===== src/rtl/crt_masked_recombiner.sv =====
module crt_masked_recombiner #(
  parameter int W = 8
) (
  input  logic              clk,
  input  logic              rst_n,
  input  logic              start,
  input  logic [W-1:0]      p_in,
  input  logic [W-1:0]      q_in,
  input  logic [W-1:0]      qinv_in,
  input  logic [2*W-1:0]    msg_in,
  input  logic [2*W-1:0]    mask_in,
  input  logic [W-1:0]      sp_full_in,
  input  logic [W-1:0]      sq_full_in,
  input  logic [W-1:0]      sp_less_in,
  input  logic [W-1:0]      sq_less_in,
  output logic [2*W-1:0]    result,
  output logic              done,
  output logic              error
);
  localparam int NW = 2 * W;
  localparam int CW = $clog2(NW + 1);
  localparam logic [2:0] LAST_STEP = 3'd6;

  typedef enum logic [2:0] {IDLE, PREP, RUN, POST, CHECK, FIN1, FIN2} state_t;
  state_t st;

  logic [W-1:0]  p_r, q_r, p_sh, q_sh, iq_r;
  logic [W-1:0]  spf_r, sqf_r, spl_r, sql_r, h1, h2;
  logic [NW-1:0] m_r, a_r, n_r, s_full, s_less, am_r;
  logic [2:0]    step;

  logic [NW-1:0] acc, mx, my, mmod;
  logic          plain;
  logic [CW-1:0] cnt;

  function automatic logic [NW-1:0] mod_add(input logic [NW-1:0] x, input logic [NW-1:0] y,
                                            input logic [NW-1:0] n);
    logic [NW:0] s;
    s = {1'b0, x} + {1'b0, y};
    if (s >= {1'b0, n}) s = s - {1'b0, n};
    return s[NW-1:0];
  endfunction

  function automatic logic [NW-1:0] mod_sub(input logic [NW-1:0] x, input logic [NW-1:0] y,
                                            input logic [NW-1:0] n);
    return (x >= y) ? x - y : x + n - y;
  endfunction

  logic [W-1:0] d_full, d_less;
  assign d_full = (spf_r >= sqf_r) ? spf_r - sqf_r : spf_r + p_r - sqf_r;
  assign d_less = (spl_r >= sql_r) ? spl_r - sql_r : spl_r + p_r - sql_r;

  logic [NW-1:0] op_x, op_y, op_m;
  logic          op_plain;
  always_comb begin
    op_x = '0; op_y = '0; op_m = {{W{1'b0}}, p_r}; op_plain = 1'b0;
    case (step)
      3'd0: begin op_x = {{W{1'b0}}, d_full}; op_y = {{W{1'b0}}, iq_r}; end
      3'd1: begin op_x = {{W{1'b0}}, d_less}; op_y = {{W{1'b0}}, iq_r}; end
      3'd2: begin op_x = {{W{1'b0}}, q_r}; op_y = {{W{1'b0}}, h1}; op_plain = 1'b1; end
      3'd3: begin op_x = {{W{1'b0}}, q_r}; op_y = {{W{1'b0}}, h2}; op_plain = 1'b1; end
      3'd4: begin op_x = {{W{1'b0}}, p_r}; op_y = {{W{1'b0}}, q_r}; op_plain = 1'b1; end
      3'd5: begin op_x = m_r; op_y = s_less; op_m = n_r; end
      default: begin op_x = a_r; op_y = m_r; op_m = n_r; end
    endcase
  end

  logic [NW:0] dbl, r1, sum, r2;
  assign dbl = {acc, 1'b0};
  assign r1  = (!plain && dbl >= {1'b0, mmod}) ? dbl - {1'b0, mmod} : dbl;
  assign sum = r1 + (my[NW-1] ? {1'b0, mx} : '0);
  assign r2  = (!plain && sum >= {1'b0, mmod}) ? sum - {1'b0, mmod} : sum;

  logic check_ok;
  assign check_ok = (s_full == s_less) && (p_r == p_sh) && (q_r == q_sh);

  always_ff @(posedge clk) begin
    if (!rst_n) begin
      st <= IDLE; step <= '0; done <= 1'b0; error <= 1'b0; result <= '0;
      p_r <= '0; q_r <= '0; p_sh <= '0; q_sh <= '0; iq_r <= '0;
      spf_r <= '0; sqf_r <= '0; spl_r <= '0; sql_r <= '0; h1 <= '0; h2 <= '0;
      m_r <= '0; a_r <= '0; n_r <= '0; s_full <= '0; s_less <= '0; am_r <= '0;
      acc <= '0; mx <= '0; my <= '0; mmod <= '0; plain <= 1'b0; cnt <= '0;
    end else begin
      done <= 1'b0;
      case (st)
        IDLE: if (start) begin
          p_r <= p_in; q_r <= q_in; p_sh <= p_in; q_sh <= q_in; iq_r <= qinv_in;
          m_r <= msg_in; a_r <= mask_in;
          spf_r <= sp_full_in; sqf_r <= sq_full_in; spl_r <= sp_less_in; sql_r <= sq_less_in;
          result <= '0; error <= 1'b0; step <= '0; st <= PREP;
        end
        PREP: begin
          acc <= '0; mx <= op_x; my <= op_y; mmod <= op_m; plain <= op_plain;
          cnt <= CW'(NW); st <= RUN;
        end
        RUN: begin
          acc <= r2[NW-1:0];
          my  <= my << 1;
          cnt <= cnt - 1'b1;
          if (cnt == CW'(1)) st <= POST;
        end
        POST: begin
          case (step)
            3'd0: h1 <= acc[W-1:0];
            3'd1: h2 <= acc[W-1:0];
            3'd2: s_full <= {{W{1'b0}}, sqf_r} + acc;
            3'd3: s_less <= {{W{1'b0}}, sql_r} + acc;
            3'd4: n_r <= acc;
            3'd5: s_less <= mod_add(acc, a_r, n_r);
            default: begin
              am_r <= acc;
              s_full <= mod_add(s_full, acc, n_r);
            end
          endcase
          step <= step + 1'b1;
          st <= (step == LAST_STEP) ? CHECK : PREP;
        end
        CHECK: begin
          if (check_ok) st <= FIN1;
          else begin
            error <= 1'b1; result <= '0; done <= 1'b1; st <= IDLE;
          end
        end
        FIN1: begin
          s_full <= mod_sub(s_full, am_r, n_r);
          st <= FIN2;
        end
        default: begin
          result <= mod_sub(s_full, a_r, n_r);
          done <= 1'b1;
          st <= IDLE;
        end
      endcase
    end
  end

  AST_DONE_PULSE: assert property (@(posedge clk) disable iff (!rst_n)
    done |=> !done);
  AST_ERROR_ZERO: assert property (@(posedge clk) disable iff (!rst_n)
    error |-> result == '0);
  AST_RESULT_HOLD: assert property (@(posedge clk) disable iff (!rst_n)
    (st != FIN2 && st != CHECK && !(st == IDLE && start)) |=> $stable(result));
  AST_BUSY_IGNORE: assert property (@(posedge clk) disable iff (!rst_n)
    (st != IDLE && start) |=> ($stable(m_r) && $stable(a_r) && $stable(spf_r) && $stable(p_sh)));
  AST_MOD_RANGE: assert property (@(posedge clk) disable iff (!rst_n)
    (st == RUN && !plain) |-> acc < mmod);
  AST_NO_CARRY: assert property (@(posedge clk) disable iff (!rst_n)
    (st == RUN) |-> !r2[NW]);
endmodule


===== config.mk =====
export PLATFORM = sky130hd
export DESIGN_NAME = crt_masked_recombiner
export DESIGN_NICKNAME = d
export VERILOG_FILES = /design/src/rtl/crt_masked_recombiner.sv
export SDC_FILE = /design/constraint.sdc
export NUM_CORES = 1
export LEC_CHECK = 0
export ABC_AREA = 1
export CORE_ASPECT_RATIO = 0.5
export CORE_MARGIN = 2
export CORE_UTILIZATION = 57
export DETAILED_ROUTE_END_ITERATION = 6
export PLACE_DENSITY = 0.78
export SYNTH_ARGS = -nofsm -noshare
export SYNTH_HDL_FRONTEND = slang
export SYNTH_SLANG_ARGS = --single-unit

===== constraint.sdc =====
create_clock -name clk -period 5.15 [get_ports clk]
set_input_delay 1.03 -clock clk [delete_from_list [all_inputs] [get_ports clk]]
set_output_delay 1.03 -clock clk [all_outputs]
set_load 0.1 [all_outputs]

## Word-level counts from Yosys, hierarchy flattened

Index checks and enable logic that the tools add are counted.

- Register bits after elaboration: 262
- Input bits: 91
- Output and inout bits: 18
- Logic and storage cells: 138

- Add/subtract/negate cells: 22
- Order comparisons: 8
- Equal/unequal tests: 17
- Multiplexer cells: 34
- Bitwise logic cells: 2
- Reduce and logical (&&, ||, !) cells: 29

Operator list:

| cell | count |
|---|---|
| $pmux 16 s2 | 5 |
| $pmux 16 s5 | 2 |
| $mux 16 | 9 |
| $sub 16x16->16 | 7 |
| $ge 17x16->1 | 4 |
| $pmux 16 s3 | 1 |
| $add 16x16->17 | 2 |
| $add 8x16->16 | 2 |
| $ge 16x16->1 | 2 |
| $sub 8x8->8 | 4 |
| $pmux 3 s6 | 1 |
| $reduce_and 2->1 | 9 |
| $add 17x16->17 | 1 |
| $mux 17 | 1 |
| $sub 17x16->17 | 1 |
| $add 16x16->16 | 1 |
| $add 8x8->8 | 2 |
| $eq 16x16->1 | 1 |
| $ge 8x8->1 | 2 |
| $mux 8 | 2 |
| $eq 3x3->1 const B | 5 |
| $mux 3 | 5 |
| $reduce_or 5->1 | 3 |
| $eq 3x2->1 const B | 4 |
| 19 further kinds | 36 |

## Logic depth before layout (Yosys ltp)

Gate-level depths: netlist of run 1.

- Depth after elaboration: 8
- Mapped depth: 40
- Depth with buffers taken out: 38

## Least setup slack after synthesis of run 1

Ideal clock, no wire load.

- Kind: register -> register
- From: reg acc[1]
- To: reg acc[12]
- Library setup time: 0.138 ns
- Arrival time: 4.884 ns
- Required time: 5.012 ns
- Path slack: 0.128 ns
- Stages on the path, launching flop included: 37
- Path buffers: 2
- Clock period less this slack: 5.022 ns
- Cell sequence: dfxtp_1 ha_1 nand2_1 nand2_1 nand2_1 nand2_1 nand2_1 nand3_2 nand3_1 nand2_2 nand2_2 buf_2 nand2_1 o21ai_0 inv_1 fa_1 o21ai_0 nand2_1 nand2_1 nand2_1 nand2_1 nand2_1 nand3_1 xor2_1 inv_1 ha_1 a21oi_1 o21ai_0 a21oi_1 nand2_1 a21oi_1 nand3_4 nand2_4 buf_12 nand2_4 nand3_2 a21oi_2

- Longest elaborated chain between the ends: 8
- Elaborated cells on any way between the ends: 10
- Those cells by class: 3 x add/sub; 2 x order compare; 3 x mux; 2 x reduce/logical

Ends and longest elaborated chain:

| what | RTL line | source |
|---|---|---|
| start, declared | 32 | `logic [NW-1:0] acc, mx, my, mmod;` |
| start signal, assigned | 98 | `acc <= r2[NW-1:0];` |
| $ge 17x16->1 | 70 | `assign r1 = (!plain && dbl >= {1'b0, mmod}) ? dbl - {1'b0, mmod} : dbl;` |
| $logic_and 1x1->1 | 70 |  |
| $mux 17 (*) | 70 |  |
| $add 17x16->17 (*) | 71 | `assign sum = r1 + (my[NW-1] ? {1'b0, mx} : '0);` |
| $ge 17x16->1 | 72 | `assign r2 = (!plain && sum >= {1'b0, mmod}) ? sum - {1'b0, mmod} : sum;` |
| $logic_and 1x1->1 | 72 |  |
| $mux 16 (*) | 72 |  |
| $pmux 16 s2 (*) | 86 | `case (st)` |

Every way passes the cells marked *; elsewhere a longest branch is shown, timed or not.
A chain may end at the register's enable or synchronous reset.

## Worst setup path after layout of run 1

- From: reg mmod[0]
- To: reg acc[15]

- Longest elaborated chain between the ends: 8
- Elaborated cells on any way between the ends: 10
- Those cells by class: 3 x add/sub; 2 x order compare; 3 x mux; 2 x reduce/logical

Ends and longest elaborated chain:

| what | RTL line | source |
|---|---|---|
| start, declared | 32 |  |
| start signal, assigned | 83 | `acc <= '0; mx <= '0; my <= '0; mmod <= '0; plain <= 1'b0; cnt <= '0;` |
| start signal, assigned | 94 | `acc <= '0; mx <= op_x; my <= op_y; mmod <= op_m; plain <= op_plain;` |
| $ge 17x16->1 | 70 |  |
| $logic_and 1x1->1 | 70 |  |
| $mux 17 | 70 |  |
| $add 17x16->17 | 71 |  |
| $ge 17x16->1 | 72 |  |
| $logic_and 1x1->1 | 72 |  |
| $mux 16 (*) | 72 |  |
| $pmux 16 s2 (*) | 86 |  |

Marked as above.

==> key figures, run 1 <==
Clock network
  – Clock Tree Buf Depth: 3
  – Num Clock Sinks: ~260
  – CTS tree: yes
  – Later-pin clock latency in the skew report: 600 ps
  – H-tree depth reported by CTS: 1
  – CTS buffer count: 27
  – CTS clk-pin slew, worst paths: approximately 70 ps
  – Clk root buf: clkbuf_16

Critical path
  – CP arrival: 5360 ps
  – Crit path required time: 5580 ps
  – CP Capture Type: flip-flop
  – Critical-path cell with the highest stage delay: fa_1
  – CP max FO: 8
  – Most numerous cell on the critical path: nand2_1
  – Crit path kind: flip-flop to flip-flop
  – Startpoint types: flip-flop
  – Crit path largest cell delay: 430 ps

Placement
  – Dpl hpwl: 69170 µm
  – Worst slack, placed: 35.62 ps
  – Inst Count DP: between 4000 and 5000
  – Placed Area: roughly 26000 µm²
  – PortBufs: 108
  – GP Congestion: 1.014

Pwr
  – Power, Total: 13.92 mW
  – Peak supply drop: 1.443 mV
  – Leak: 12.88 nW
  – Pwr Density: 516.7 nW/µm²

Routing
  – Drt pass-1 iters: 5
  – Vias per inst: between 5 and 6
  – Routed Antenna Nets: 0
  – Total Wirelength: ~88000 µm
  – 1st-iter DRT viols: 2746
  – DRC Markers: 0
  – Wire length per cell: 20.54 µm
  – Vias: 25500

STA
  – RSZ-0062 raised after global routing: true
  – Slew Viols, Final: 0
  – Final setup margin: between 200 and 250 ps
  – Slew @ Worst Pin: 1196 ps
  – Setup TNS: 0 ps
  – Layout Skew: 22.14 ps
  – Max Clk Rate: 202.8 MHz
  – Final setup violating endpoints: 0
  – Final min period: a little under 5000 ps
  – Hold Vio Cnt, Final: 0
  – Hold Slack: approximately 460 ps
  – Slew HR: 0.2017
  – Crit share post-route: 0.9573

Layout
  – Most frequent cells in the layout: 764 x nand2_1, 472 x inv_1, 471 x a21oi_1
  – Synthesis-to-finish area growth: 13.02%
  – Finished Layout Cells: 4267
  – Post-route cell area: 26930 µm²
  – Fillers: 3825
  – Net count, final: 4070
  – Layout cells sized above 1: 0.06763
  – Multi-input combinational cell area: between 15000 and 20000 µm²
  – Commonest non-fill, non-tap cell in the layout: nand2_1
  – Final core utilization: 0.6603
  – Register area: about 5200 µm²

Status
  – Status: finished, final reports clean

GRT
  – Grt ovf: 0
  – First-pass GRT wire length: 133000 µm
  – All-Layer GR Usage: 0.3942
  – Vias in the first global route: 23480
  – Initial antenna violation count: 2
  – Largest net degree at the start of global routing: 171

Yosys
  – Synth async-reset ratio: 0
  – Synth Instances: 3607
  – Netlist area before placement: ~24000 µm²
  – Post-Syn Nets: 3970
  – Post-synthesis mux area share: 0.0004200
  – Synth Area in Compound Gates: 0.2278
  – Post-Synth XOR/XNOR Area: 0.07166
  – EDFF count, synth: 0
  – Distinct cells, synth: 57
  – Post-Synth Simple-Gate Area: 0.2288
  – Yosys reg bits: 262
  – Main synth FF type: dfxtp_1
  – Largest family of logic cells by synthesized area: simple AND/OR/NAND/NOR gates
  – Synth warnings: 0
  – Adder-Cell Fraction of Synth Area: 0.1523
  – Synth Area per Inst: between 6 and 7 µm²
  – Post-synthesis sequential area ratio: 0.2201

Die
  – IO Count: 109
  – Die width: 293.2 µm
  – Starting Density: 0.5842
  – Core area: 40790 µm²
  – Placement row count: 52
  – Die height: 148.6 µm
  – Die area: 43560 µm²

Run
  – MaxCap Viol Count: 0

Min path
  – Hold Crit Class: flip-flop to flip-flop
==> layout make-up <==
class,instances,area share
Antenna cell,1,0.00009291
Clock buffer,37,0.02871
Clock inverter,11,0.003159
Inverter,494,0.06889
Multi-Input combinational cell,2731,0.6143
Sequential cell,262,0.1949
Tap cell,540,0.02508
Timing Repair Buffer,191,0.06485
==> cells in the mapped netlist (all sizes together), types with 2 or more instances <==
| cell type | number | area, µm² |
|---|---|---|
| o211ai | 25 | 187.7 |
| o21bai | 19 | 142.6 |
| o221ai | 4 | 35.03 |
| o2111ai | 10 | 87.58 |
| or2 | 6 | 37.54 |
| nand4 | 35 | 219.0 |
| nand3b | 6 | 48.80 |
| nand3 | 224 | 1199 |
| xnor2 | 86 | 753.2 |
| a211oi | 8 | 60.06 |
| a21o | 24 | 180.2 |
| nor2 | 177 | 691.9 |
| a31oi | 38 | 237.7 |
| dfxtp | 262 | 5245 |
| a221oi | 6 | 52.55 |
| nor3 | 29 | 145.1 |
| a31o | 4 | 35.03 |
| nand2 | 788 | 3055 |
| buf | 23 | 138.9 |
| o21a | 9 | 67.56 |
| a211o | 2 | 17.52 |
| inv | 490 | 1839 |
| clkbuf | 97 | 365.4 |
| clkinv | 4 | 15.01 |
| o21ai | 323 | 1617 |
| a21oi | 488 | 2480 |
| ha | 242 | 3028 |
| nor4 | 6 | 37.54 |
| o22ai | 10 | 62.56 |
| a21boi | 11 | 82.58 |
| fa | 30 | 600.6 |
| o31ai | 4 | 30.03 |
| xor2 | 109 | 954.7 |
==> where the power goes <==
part / switching [mW] / total (mW) / internal, mW
registers: 0.178 / 2.38 / 2.20
clock network: 0.923 / 1.98 / 1.06
logic: 5.88 / 9.56 / 3.67
==> sequential cells by signal (all words and copies together) (netlist names), 16 cells and up <==
register and count:
s_less 16, s_full 16, mx 16, m_r 16, mmod 16, result 16, a_r 16, my 16
am_r 16, n_r 16, acc 16
==> metal layers <==
layer	track usage	up-vias	wire, µm
li1	-	12260	-
met1	0.5698	11830	39320
met5	0	-	0
met4	0.1105	0	2513
met3	0.09818	153	10610
met2	0.5789	1254	35200
==> worst max-delay path, delay by kind of cell (launching register included) <==
family / cells / cell delay (ps)
buffers and inverters: 3 / 310
and+or+nand+nor: 14 / 1540
AOI/OAI and AO/OA: 7 / 990
adders and majority gates: 3 / 1130
xor gates and xnor gates: 2 / 380
DFF: 1 / 390
==> logic make-up after synthesis <==
group,after synthesis
AND/OR/NAND/NOR,1274
multiplexers,1
adder cells (fa/ha/maj),272
XOR/XNOR,195
flip-flops,262
buffers and inverters,614
AO/OA/AOI/OAI,989
==> timing repair <==
action | 4_1_cts | 5_1_grt
hold buffers | 0 | 0
setup endpoints to repair | 0 | 16
setup buffers | 0 | 4
gates resized for setup | 0 | 69
==> worst paths after layout <==
kind / start / end / slack [ps] / cells after the start
worst max-delay path: mmod[0]$_SDFFE_PN0P_ / acc[15]$_SDFFE_PN0P_ / 220 / 29
worst min-delay path: result[6]$_SDFFE_PN0P_ / result[6]$_SDFFE_PN0P_ / 460 / 2
worst max register to register: mmod[0]$_SDFFE_PN0P_ / acc[15]$_SDFFE_PN0P_ / 220 / 29
worst min register to register: result[6]$_SDFFE_PN0P_ / result[6]$_SDFFE_PN0P_ / 460 / 2
(Power assumes the default switching activity.)
==> inputs of run 2 (changes only) <==
--- a/config.mk
+++ b/config.mk
@@ -6,6 +6,7 @@
 export NUM_CORES = 1
 export LEC_CHECK = 0
 export ABC_AREA = 1
+export ABC_CLOCK_PERIOD_IN_PS = 5150
 export CORE_ASPECT_RATIO = 0.5
 export CORE_MARGIN = 2
 export CORE_UTILIZATION = 57
==> results of run 2 <==
Final layout, timing and power as in run 1 (identical DEF).
